--- config.mk ---
export PLATFORM = sky130hd
export DESIGN_NAME = lookup_ctrl
export DESIGN_NICKNAME = d
export VERILOG_FILES = /design/src/rtl/cmd_chk_pkg.sv /design/src/rtl/lookup_ctrl.sv
export SDC_FILE = /design/constraint.sdc
export NUM_CORES = 1
export LEC_CHECK = 0
export ABC_AREA = 1
export CORE_UTILIZATION = 35
export DETAILED_ROUTE_END_ITERATION = 12
export PLACE_DENSITY = 0.67
export REMOVE_ABC_BUFFERS = 1
export SETUP_SLACK_MARGIN = 0.4
export SYNTH_ARGS = -nofsm -noshare
export SYNTH_HDL_FRONTEND = slang
export SYNTH_SLANG_ARGS = --single-unit
export TNS_END_PERCENT = 50
--- constraint.sdc ---
create_clock -name clk_i -period 2.9 [get_ports clk_i]
set_input_delay 0.29 -clock clk_i [delete_from_list [all_inputs] [get_ports clk_i]]
set_output_delay 0.29 -clock clk_i [all_outputs]
set_load 0.1 [all_outputs]
--- src/rtl/cmd_chk_pkg.sv ---
package cmd_chk_pkg;
  localparam int TA_W   = 5;
  localparam int SA_W   = 5;
  localparam int WC_W   = 5;
  localparam int CMD_W  = TA_W + 1 + SA_W + WC_W;
  localparam int IDX_W  = 2 + SA_W + WC_W;
  localparam int TBL_DW = 16;
  localparam int BIT_W  = $clog2(TBL_DW);
  localparam int TBL_AW = IDX_W - BIT_W;
  localparam int CNT_W  = WC_W + 1;

  typedef struct packed {
    logic [TA_W-1:0] ta;
    logic            tr;
    logic [SA_W-1:0] sa;
    logic [WC_W-1:0] wc;
  } cmd_t;

  typedef struct packed {
    logic             match;
    logic             bcast;
    logic             mode;
    logic [IDX_W-1:0] idx;
    logic [CNT_W-1:0] cnt;
  } dec_t;
endpackage

--- src/rtl/lookup_ctrl.sv ---
module lookup_ctrl
  import cmd_chk_pkg::*;
(
  input  logic clk_i,
  input  logic rst_ni,
  input  logic cmd_valid_i,
  input  cmd_t cmd_i,
  input  logic tbl_we_i,
  output logic go_o,
  output cmd_t cmd_o
);
  logic hold_v_q;
  cmd_t hold_q;
  logic req;

  always_comb begin
    req   = cmd_valid_i | hold_v_q;
    cmd_o = cmd_valid_i ? cmd_i : hold_q;
    go_o  = req & !tbl_we_i;
  end

  always_ff @(posedge clk_i or negedge rst_ni) begin
    if (!rst_ni) begin
      hold_v_q <= 1'b0;
      hold_q   <= '0;
    end else begin
      hold_v_q <= req & tbl_we_i;
      if (req & tbl_we_i) hold_q <= cmd_o;
    end
  end

  assert_no_lost_cmd_R9: assert property (@(posedge clk_i) disable iff (!rst_ni)
    (cmd_valid_i && tbl_we_i) |=> (go_o || tbl_we_i || cmd_valid_i));
endmodule

==> results.py, run 1 <==
metrics = {
    "run_status": {
        "status": "complete, no violations",
    },
    "clock_tree": {
        "htree_levels": 1,
        "cts_hold_buffers": 0,
        "cts.reportedPaths.clkPinSlew_ns": 0.10,
        "clock-sinks": 17,
        "clockBufferDepth": 2,
        "clk_latency_ns": 0.29,
        "cts_buffers": 3,
        "root_buffer": "clkbuf_4",
        "tritoncts": "yes",
        "cts_resized": 0,
        "post_cts_buffers": 0,
    },
    "hold_path": {
        "min_path_type": "input port to async pin",
    },
    "timing": {
        "period_share_pct": 64.3,
        "min_period_ns": 1.86,
        "finalMaxSlewViolations": 0,
        "hold_viol": 0,
        "setup-violations-final": 0,
        "max_freq_mhz": 536,
        "relSlewSlack_pct": 49.1,
        "fin_setup_tns_ns": 0,
        "worstMarginPinSlew_ns": 0.762,
        "holdWs_ns": 0.431,
        "rsz0062_at_grt": "false",
        "clock_skew_ns": 0.00973,
    },
    "power": {
        "ir_drop_mv": 0.385,
        "leakage_nw": 0.762,
        "pwr-share-comb_pct": 51.4,
        "power_frac_clock_pct": 14.9,
        "p_per_area_nw_per_um2": 597,
        "p_int_w": 0.000482,
        "pwr-share-seq_pct": 33.8,
        "netSwitchingFraction_pct": 44.5,
        "p_sw_w": 0.000387,
    },
    "setup_path": {
        "critPathMaxFanout": 19,
        "start_kind": "input port",
        "criticalPathCategory": "input port to output port",
        "cp.required_ns": 2.61,
        "end_kind": "output port",
        "critPathArrivalTime_ns": 1.57,
    },
    "synthesis": {
        "synth_compound_area_share_pct": 1.79,
        "muxShareOfSynthArea_pct": 0,
        "synthCells": 124,
        "synth.top_cell.area_share_pct": 46.9,
        "netlist_area_um2": 907,
        "synth_common_cells": "92 x nand2_1, 17 x dfrtp_1, 4 x buf_6, 4 x nand2_2, 2 x inv_2",
        "synthFlopType": "dfrtp_1",
        "ys_seq_elements": 17,
        "seq_area_frac_synth_pct": 46.9,
        "synth-simple-area-share_pct": 44.7,
        "synth_top_family_by_area": "simple AND/OR/NAND/NOR gates",
        "yosys_warnings": 0,
        "synthTopCellsByArea": "dfrtp_1 47%, nand2_1 38%, buf_6 5.0%, nand2_2 2.8%, nor2_8 2.2%",
        "ys_types": 10,
        "synth_edf_count": 0,
        "synthAdderAreaFrac_pct": 0,
        "synth-xor-area-share_pct": 0,
        "netlist.top_cell.by_area": "dfrtp_1",
        "yosysMostFrequentCell": "nand2_1",
        "synthArstFlopShare_pct": 100,
        "syn_avg_cell_area_um2": 7.32,
    },
    "layout": {
        "fillers": 222,
        "antenna_cells": 0,
        "drive_above_1_share_pct": 18.8,
        "instances_no_fill": 190,
        "syn2layout_area_growth_pct": 60.6,
        "final_nets": 181,
    },
    "drt": {
        "dr.pass1.iters": 3,
        "first_iter_violations": 7,
        "avgRoutedWirePerCell_um": 10.7,
        "ant_nets": 0,
        "via_per_inst": 4.54,
        "routed_wirelength_um": 2030,
        "drc": 0,
        "route.vias.total": 862,
    },
    "placed_design": {
        "placed_cells": 186,
        "port_buffers": 36,
        "hpwl_um": 1450,
        "place_congestion": 0.710,
    },
    "global_route": {
        "grtUsageMet2_pct": 29.7,
        "grt_pass1_vias": 845,
        "grtUsageTotal_pct": 17.5,
        "use_met1_pct": 20.4,
        "grt_remaining_overflow": 0,
        "grt_pass1_wl_um": 3460,
        "busiest_layer": "met2",
        "grt_max_degree": 20,
        "antenna_found_initial": 0,
        "met3_usage_pct": 2.59,
    },
    "die": {
        "num_rows": 18,
        "core_area_um2": 2450,
        "dieWidth_um": 52.9,
        "fp.dieArea_um2": 2800,
        "start_util_pct": 37.0,
        "io_pins": 37,
        "fp.dieH_um": 52.9,
    },
    "flow_run": {
        "max_cap_violations": 0,
    },
}
## critical path: stages
cell,delay (ns)
clkdlybuf4s50_1,0.45
buf_4,0.25
inv_2,0.18
nand2_1,0.09
nand2_1,0.11
buf_12,0.19
## flip-flops by register name (all words and copies together), names as in the netlist
| signal | cells |
|---|---|
| hold_q | 16 |
| hold_v_q | 1 |
## power groups by stage
| stage | logic, W | clock network (W) | registers, W |
|---|---|---|---|
| after floorplan | 0.000276 | 0 | 0.000293 |
| after global placement | 0.000447 | 0 | 0.000297 |
| after detailed placement | 0.000450 | 0 | 0.000297 |
| after CTS | 0.000451 | 0.000135 | 0.000294 |
| after global routing | 0.000469 | 0.000142 | 0.000299 |
| final | 0.000447 | 0.000129 | 0.000293 |
## layout make-up
type / count / area (µm²) / area share [%]
Inverter: 2 / 7.51 / 0.515
Clock buffer: 4 / 26.3 / 1.80
Tap cell: 30 / 37.5 / 2.58
Multi-Input combinational cell: 100 / 422 / 29.0
Timing Repair Buffer: 37 / 538 / 36.9
Sequential cell: 17 / 425 / 29.2
## kinds of logic after synthesis
family / Yosys count
flops: 17
buf+inv: 7
simple gates: 99
compound gates: 1
## final timing paths
check | from | to | slack [ns] | cells after the start
setup / recovery | cmd_valid_i | cmd_o[12] | 1.04 | 6
hold / removal | rst_ni | hold_q[4] | 0.43 | 1
setup reg to reg | hold_v_q | hold_q[7] | 1.86 | 3
hold reg to reg | hold_q[11] | hold_q[11] | 0.49 | 2
max in group asynchronous | rst_ni | hold_q[2] | 1.98 | 1
min in group clk_i | hold_q[11] | hold_q[11] | 0.49 | 2
## layout by cell type (no fill, tap or decap), drive strengths merged
| cell | instances |
|---|---|
| dfrtp | 17 |
| clkbuf | 4 |
| o21ai | 1 |
| inv | 2 |
| nand2 | 96 |
| clkdlybuf4s50 | 19 |
| buf | 18 |
| nor2 | 3 |
## routing by layer
metal / wire length, µm / vias up
met5: 0 / -
met4: 55 / 0
met3: 82 / 4
met2: 985 / 20
met1: 908 / 396
li1: - / 442
## per-stage QoR
stage               utilization (%)  total power [W]  worst slack (ns)  instance area [µm²]
floorplan                         -         0.000569             0.879                  855
global placement               58.3         0.000744              1.04                 1430
detailed placement             58.3         0.000747              1.03                 1430
CTS                            59.3         0.000880              1.02                 1460
global route                   59.3         0.000910             0.931                 1460
finish                         59.3         0.000869              1.04                 1460
No activity file was read; power rests on OpenSTA's default activity.
==> inputs of run 2 (changes only) <==
==> constraint.sdc (replaced) <==
create_clock -name clk_i -period 1.9 [get_ports clk_i]
set_input_delay 0.19 -clock clk_i [delete_from_list [all_inputs] [get_ports clk_i]]
set_output_delay 0.19 -clock clk_i [all_outputs]
set_load 0.1 [all_outputs]
==> run 2 against run 1 <==
Design area is 1.0% higher. Clock-buffer cell count stayed put. Sequential power grew 53%. Worst hold slack worse by 0.076 ns. Critical endpoint is now go_o.
==> results.py, run 2 (same netlist as run 1, synthesis figures left out) <==
metrics = {
    "layout": {
        "mostFrequentLayoutCell": "nand2_1",
        "reg_top3": "hold_q x16, hold_v_q x1",
        "syn2layout_area_growth_pct": 62.2,
        "drive_above_1_share_pct": 19.9,
        "final_nets": 182,
        "antenna_cells": 0,
        "instances_no_fill": 191,
        "regArea_um2": 425,
        "largest_reg_flops": 16,
        "top_register": "hold_q",
        "fillers": 221,
        "final_cell_mix": "92 x nand2_1, 18 x clkdlybuf4s50_1, 17 x dfrtp_1, 17 x buf_12, 4 x nand2_2",
        "multi_input_area_um2": 424,
    },
    "timing": {
        "max_freq_mhz": 753,
        "hold_viol": 0,
        "holdWs_ns": 0.355,
        "rsz0062_at_grt": "false",
        "fin_ws_ns": 0.571,
        "min_period_ns": 1.33,
        "period_share_pct": 69.9,
        "clock_skew_ns": 0.000885,
        "worstMarginPinSlew_ns": 0.792,
        "finalMaxSlewViolations": 0,
        "relSlewSlack_pct": 47.0,
        "setup-violations-final": 0,
    },
    "drt": {
        "route.vias.total": 882,
        "ant_nets": 0,
        "via_per_inst": 4.62,
        "avgRoutedWirePerCell_um": 10.8,
        "drc": 0,
        "dr.pass1.iters": 4,
        "first_iter_violations": 8,
        "routed_wirelength_um": 2060,
    },
    "power": {
        "netSwitchingFraction_pct": 44.4,
        "p_int_w": 0.000738,
        "ir_drop_mv": 0.543,
        "power_frac_clock_pct": 14.6,
        "pwr-share-seq_pct": 33.7,
        "p_sw_w": 0.000590,
        "pwr-share-comb_pct": 51.7,
        "leakage_nw": 0.769,
        "power_w": 0.00133,
        "p_per_area_nw_per_um2": 903,
    },
    "placed_design": {
        "placed_cells": 187,
        "hpwl_um": 1510,
        "port_buffers": 36,
        "place_ws_ns": 0.327,
        "place_congestion": 0.759,
    },
    "clock_tree": {
        "clockBufferDepth": 2,
        "htree_levels": 1,
        "cts.reportedPaths.clkPinSlew_ns": 0.10,
        "root_buffer": "clkbuf_4",
        "clock-sinks": 17,
        "cts_hold_buffers": 0,
        "tritoncts": "yes",
        "cts_buffers": 3,
        "clk_latency_ns": 0.28,
    },
    "setup_path": {
        "r2r-end": "hold_q[4]",
        "start_kind": "flip-flop",
        "criticalPathCategory": "flip-flop to output port",
        "regToRegStartpoint": "hold_v_q",
        "ff2ff_path_depth": 3,
        "r2r_slack_ns": 0.84,
        "end_kind": "output port",
        "critPathMaxFanout": 2,
        "cp.required_ns": 1.71,
        "critPathArrivalTime_ns": 1.14,
    },
    "die": {
        "fp.dieH_um": 52.9,
        "fp.dieArea_um2": 2800,
        "io_pins": 37,
        "dieWidth_um": 52.9,
        "core_area_um2": 2450,
        "start_util_pct": 37.0,
        "num_rows": 18,
    },
    "flow_run": {
        "max_cap_violations": 0,
    },
    "global_route": {
        "grt_remaining_overflow": 0,
        "grt_max_degree": 18,
        "grt_pass1_vias": 823,
        "antenna_found_initial": 0,
        "grtUsageTotal_pct": 17.4,
        "grt_pass1_wl_um": 3480,
    },
    "hold_path": {
        "min_path_type": "input port to async pin",
    },
    "run_status": {
        "status": "complete, no violations",
    },
}
[run 2: worst max path at each step]
stage | start | slack (ns) | end | depth (start not counted)
after floorplan | hold_v_q | -0.02 | go_o | 2
after global placement | cmd_valid_i | 0.34 | go_o | 5
after detailed placement | cmd_valid_i | 0.33 | go_o | 5
after CTS | hold_v_q | 0.55 | go_o | 3
after global routing | hold_v_q | 0.51 | go_o | 3
final | hold_v_q | 0.57 | go_o | 3
[run 2: layout make-up]
class | count | area share (%)
tap | 30 | 2.55
multi-input combinational | 100 | 28.8
clock buffer | 4 | 1.79
timing repair buffer | 38 | 37.2
inverter | 2 | 0.680
sequential | 17 | 28.9
[run 2: through the flow]
step / instance area [µm²] / util (%) / setup TNS (ns)
3_5_place_dp: 1440 / 58.6 / 0
6_report: 1470 / 59.9 / 0
4_1_cts: 1470 / 59.9 / 0
3_3_place_gp: 1440 / 58.6 / 0
5_1_grt: 1470 / 59.9 / 0
2_1_floorplan: 855 / - / -0.0205
[run 2: timing repair]
action,4_1_cts,5_1_grt
setup buffers,0,0
resized for setup,4,0
endpoints found under the setup margin,9,0
hold endpoints to repair,0,0
[run 2: power groups by stage]
stage	clock network, W	registers, W	logic (W)
global route	0.000223	0.000458	0.000720
floorplan	0	0.000447	0.000421
global placement	0	0.000452	0.000683
finish	0.000194	0.000448	0.000686
detailed placement	0	0.000454	0.000689
CTS	0.000204	0.000448	0.000692
[run 2: per-layer routing]
| layer | share of wire [%] | wire length, µm | track usage (%) | up-vias |
|---|---|---|---|---|
| li1 | - | - | - | 444 |
| met1 | 46 | 949 | 21.3 | 414 |
| met2 | 48 | 997 | 28.5 | 20 |
| met3 | 3.9 | 80 | 4.31 | 4 |
| met4 | 1.6 | 32 | 7.89 | 0 |
| met5 | 0 | 0 | 0 | - |
[run 2: critical path, stage by stage (launching register included)]
cell	delay, ns
dfrtp_1	0.44
nor2_4	0.18
nor2_2	0.07
buf_12	0.17
==> inputs of run 3 (changes only) <==
--- a/config.mk
+++ b/config.mk
@@ -8,7 +8,7 @@
 export ABC_AREA = 1
 export CORE_UTILIZATION = 35
 export DETAILED_ROUTE_END_ITERATION = 12
-export PLACE_DENSITY = 0.67
+export PLACE_DENSITY = 0.7
 export REMOVE_ABC_BUFFERS = 1
 export SETUP_SLACK_MARGIN = 0.4
 export SYNTH_ARGS = -nofsm -noshare
==> constraint.sdc (replaced) <==
create_clock -name clk_i -period 1.15 [get_ports clk_i]
set_input_delay 0.115 -clock clk_i [delete_from_list [all_inputs] [get_ports clk_i]]
set_output_delay 0.115 -clock clk_i [all_outputs]
set_load 0.1 [all_outputs]
==> run 3 against run 2 <==
Sequential share of layout area decreased by 2.8 points. Sequential power is 65% higher. Die area unchanged. Largest cell class unchanged. Critical endpoint unchanged. Design area up 11%. Combinational power up 82%. The flow now finishes with violations (negative setup slack). Final cell count grew 6.3%. Critical path depth unchanged.
==> results.py, run 3 (same netlist as run 1, synthesis figures left out) <==
metrics = {
    "run_status": {
        "status": "complete, but fails checks",
        "violations": "negative setup slack",
    },
    "placed_design": {
        "placed_cell_area_um2": 1480,
        "hpwl_um": 1430,
        "place_congestion": 0.699,
        "port_buffers": 36,
    },
    "global_route": {
        "grt_max_degree": 18,
        "grt_pass1_wl_um": 3360,
        "grt_remaining_overflow": 0,
        "grt_pass1_vias": 797,
        "grtUsageTotal_pct": 16.6,
        "antenna_found_initial": 0,
    },
    "drt": {
        "route.vias.total": 924,
        "dr.pass1.iters": 4,
        "drc": 0,
        "routed_wirelength_um": 2140,
        "via_per_inst": 4.55,
        "avgRoutedWirePerCell_um": 10.6,
        "first_iter_violations": 12,
        "ant_nets": 0,
    },
    "power": {
        "leakage_nw": 0.838,
        "ir_drop_mv": 0.964,
        "p_per_area_nw_per_um2": 1410,
    },
    "setup_path": {
        "r2r_slack_ns": 0.07,
        "regToRegStartpoint": "hold_v_q",
        "cp.required_ns": 1.03,
        "r2r-end": "hold_q[15]",
        "ff2ff_path_depth": 5,
        "critPathMaxFanout": 2,
        "critPathArrivalTime_ns": 1.04,
        "start_kind": "flip-flop",
        "criticalPathCategory": "flip-flop to output port",
        "end_kind": "output port",
        "crit_path_start": "hold_v_q",
    },
    "clock_tree": {
        "cts_buffers": 3,
        "tritoncts": "yes",
        "cts.reportedPaths.clkPinSlew_ns": 0.09,
        "clockBufferDepth": 2,
        "root_buffer": "clkbuf_4",
        "cts_hold_buffers": 0,
        "clock-sinks": 17,
        "clk_latency_ns": 0.28,
        "htree_levels": 1,
    },
    "layout": {
        "final_area_um2": 1630,
        "final_cell_mix": "77 x nand2_1, 19 x nand2_2, 19 x buf_12, 18 x clkdlybuf4s50_1, 17 x dfrtp_1",
        "mostFrequentLayoutCell": "nand2_1",
        "top_register": "hold_q",
        "syn2layout_area_growth_pct": 79.3,
        "largest_reg_flops": 16,
        "drive_above_1_share_pct": 34.1,
        "antenna_cells": 0,
        "reg_top3": "hold_q x16, hold_v_q x1",
        "final_nets": 194,
        "post-route-util_pct": 66.3,
    },
    "die": {
        "num_rows": 18,
        "fp.dieArea_um2": 2800,
        "start_util_pct": 37.0,
        "core_area_um2": 2450,
        "dieWidth_um": 52.9,
        "io_pins": 37,
        "fp.dieH_um": 52.9,
    },
    "timing": {
        "rsz0062_at_grt": "true",
        "max_freq_mhz": 863,
        "relSlewSlack_pct": 81.8,
        "clock_skew_ns": 0.00197,
        "finalMaxSlewViolations": 0,
        "setup-violations-final": 1,
        "period_share_pct": 101,
        "fin_ws_ns": -0.00876,
        "min_period_ns": 1.16,
        "hold_viol": 0,
        "worstMarginPinSlew_ns": 0.273,
    },
    "hold_path": {
        "min_path_type": "input port to async pin",
    },
    "flow_run": {
        "max_cap_violations": 0,
    },
}
## run 3: repair_timing
item,CTS,global route
gates resized for setup,15,5
setup endpoints to repair,34,34
hold endpoints to repair,0,0
setup buffers,3,7
pin swaps,4,13
## run 3: cell type report
class                   count  area, µm²
clock buffers               4       26.3
fillers                   191        828
inverters                   2       10.0
multi-input cells         100        467
flip-flops and latches     17        425
well taps                  30       37.5
repair buffers             50        661
## run 3: power breakdown
group          switching (W)  leakage (nW)  internal [W]  total, W
sequential         0.0000517         0.216      0.000689  0.000741
clock               0.000175        0.0150      0.000135  0.000309
combinational       0.000772         0.606      0.000475   0.00125
total               0.000999         0.838       0.00130   0.00230
## run 3: how the worst max path moves through the flow
stage,slack [ns],depth (start not counted),end
floorplan,-0.70,2,go_o
global placement,-0.25,5,cmd_o[13]
detailed placement,-0.28,5,cmd_o[12]
CTS,-0.01,3,go_o
global route,-0.05,3,go_o
finish,-0.009,3,go_o
## run 3: metal layers
| metal | up-vias | GRT usage (%) | routed length, µm |
|---|---|---|---|
| li1 | 468 | - | - |
| met1 | 424 | 19.7 | 965 |
| met2 | 28 | 29.3 | 1030 |
| met3 | 4 | 2.01 | 111 |
| met4 | 0 | 7.89 | 35 |
| met5 | - | 0 | 0 |
## run 3: stage by stage
stage               instances  setup TNS [ns]  total power [W]  setup WS, ns  hold slack, ns
floorplan                 119           -3.28          0.00143        -0.696          -0.181
global placement          189           -6.53          0.00189        -0.245           0.459
detailed placement        189           -7.58          0.00190        -0.276           0.459
CTS                       196         -0.0132          0.00225       -0.0132           0.148
global route              203          -0.236          0.00241       -0.0458           0.154
finish                    203        -0.00876          0.00230      -0.00876           0.142
## run 3: worst max-delay path: stages (launching register included)
cell,delay (ns)
dfrtp_1,0.42
nor2_4,0.13
nor2_4,0.05
buf_12,0.17
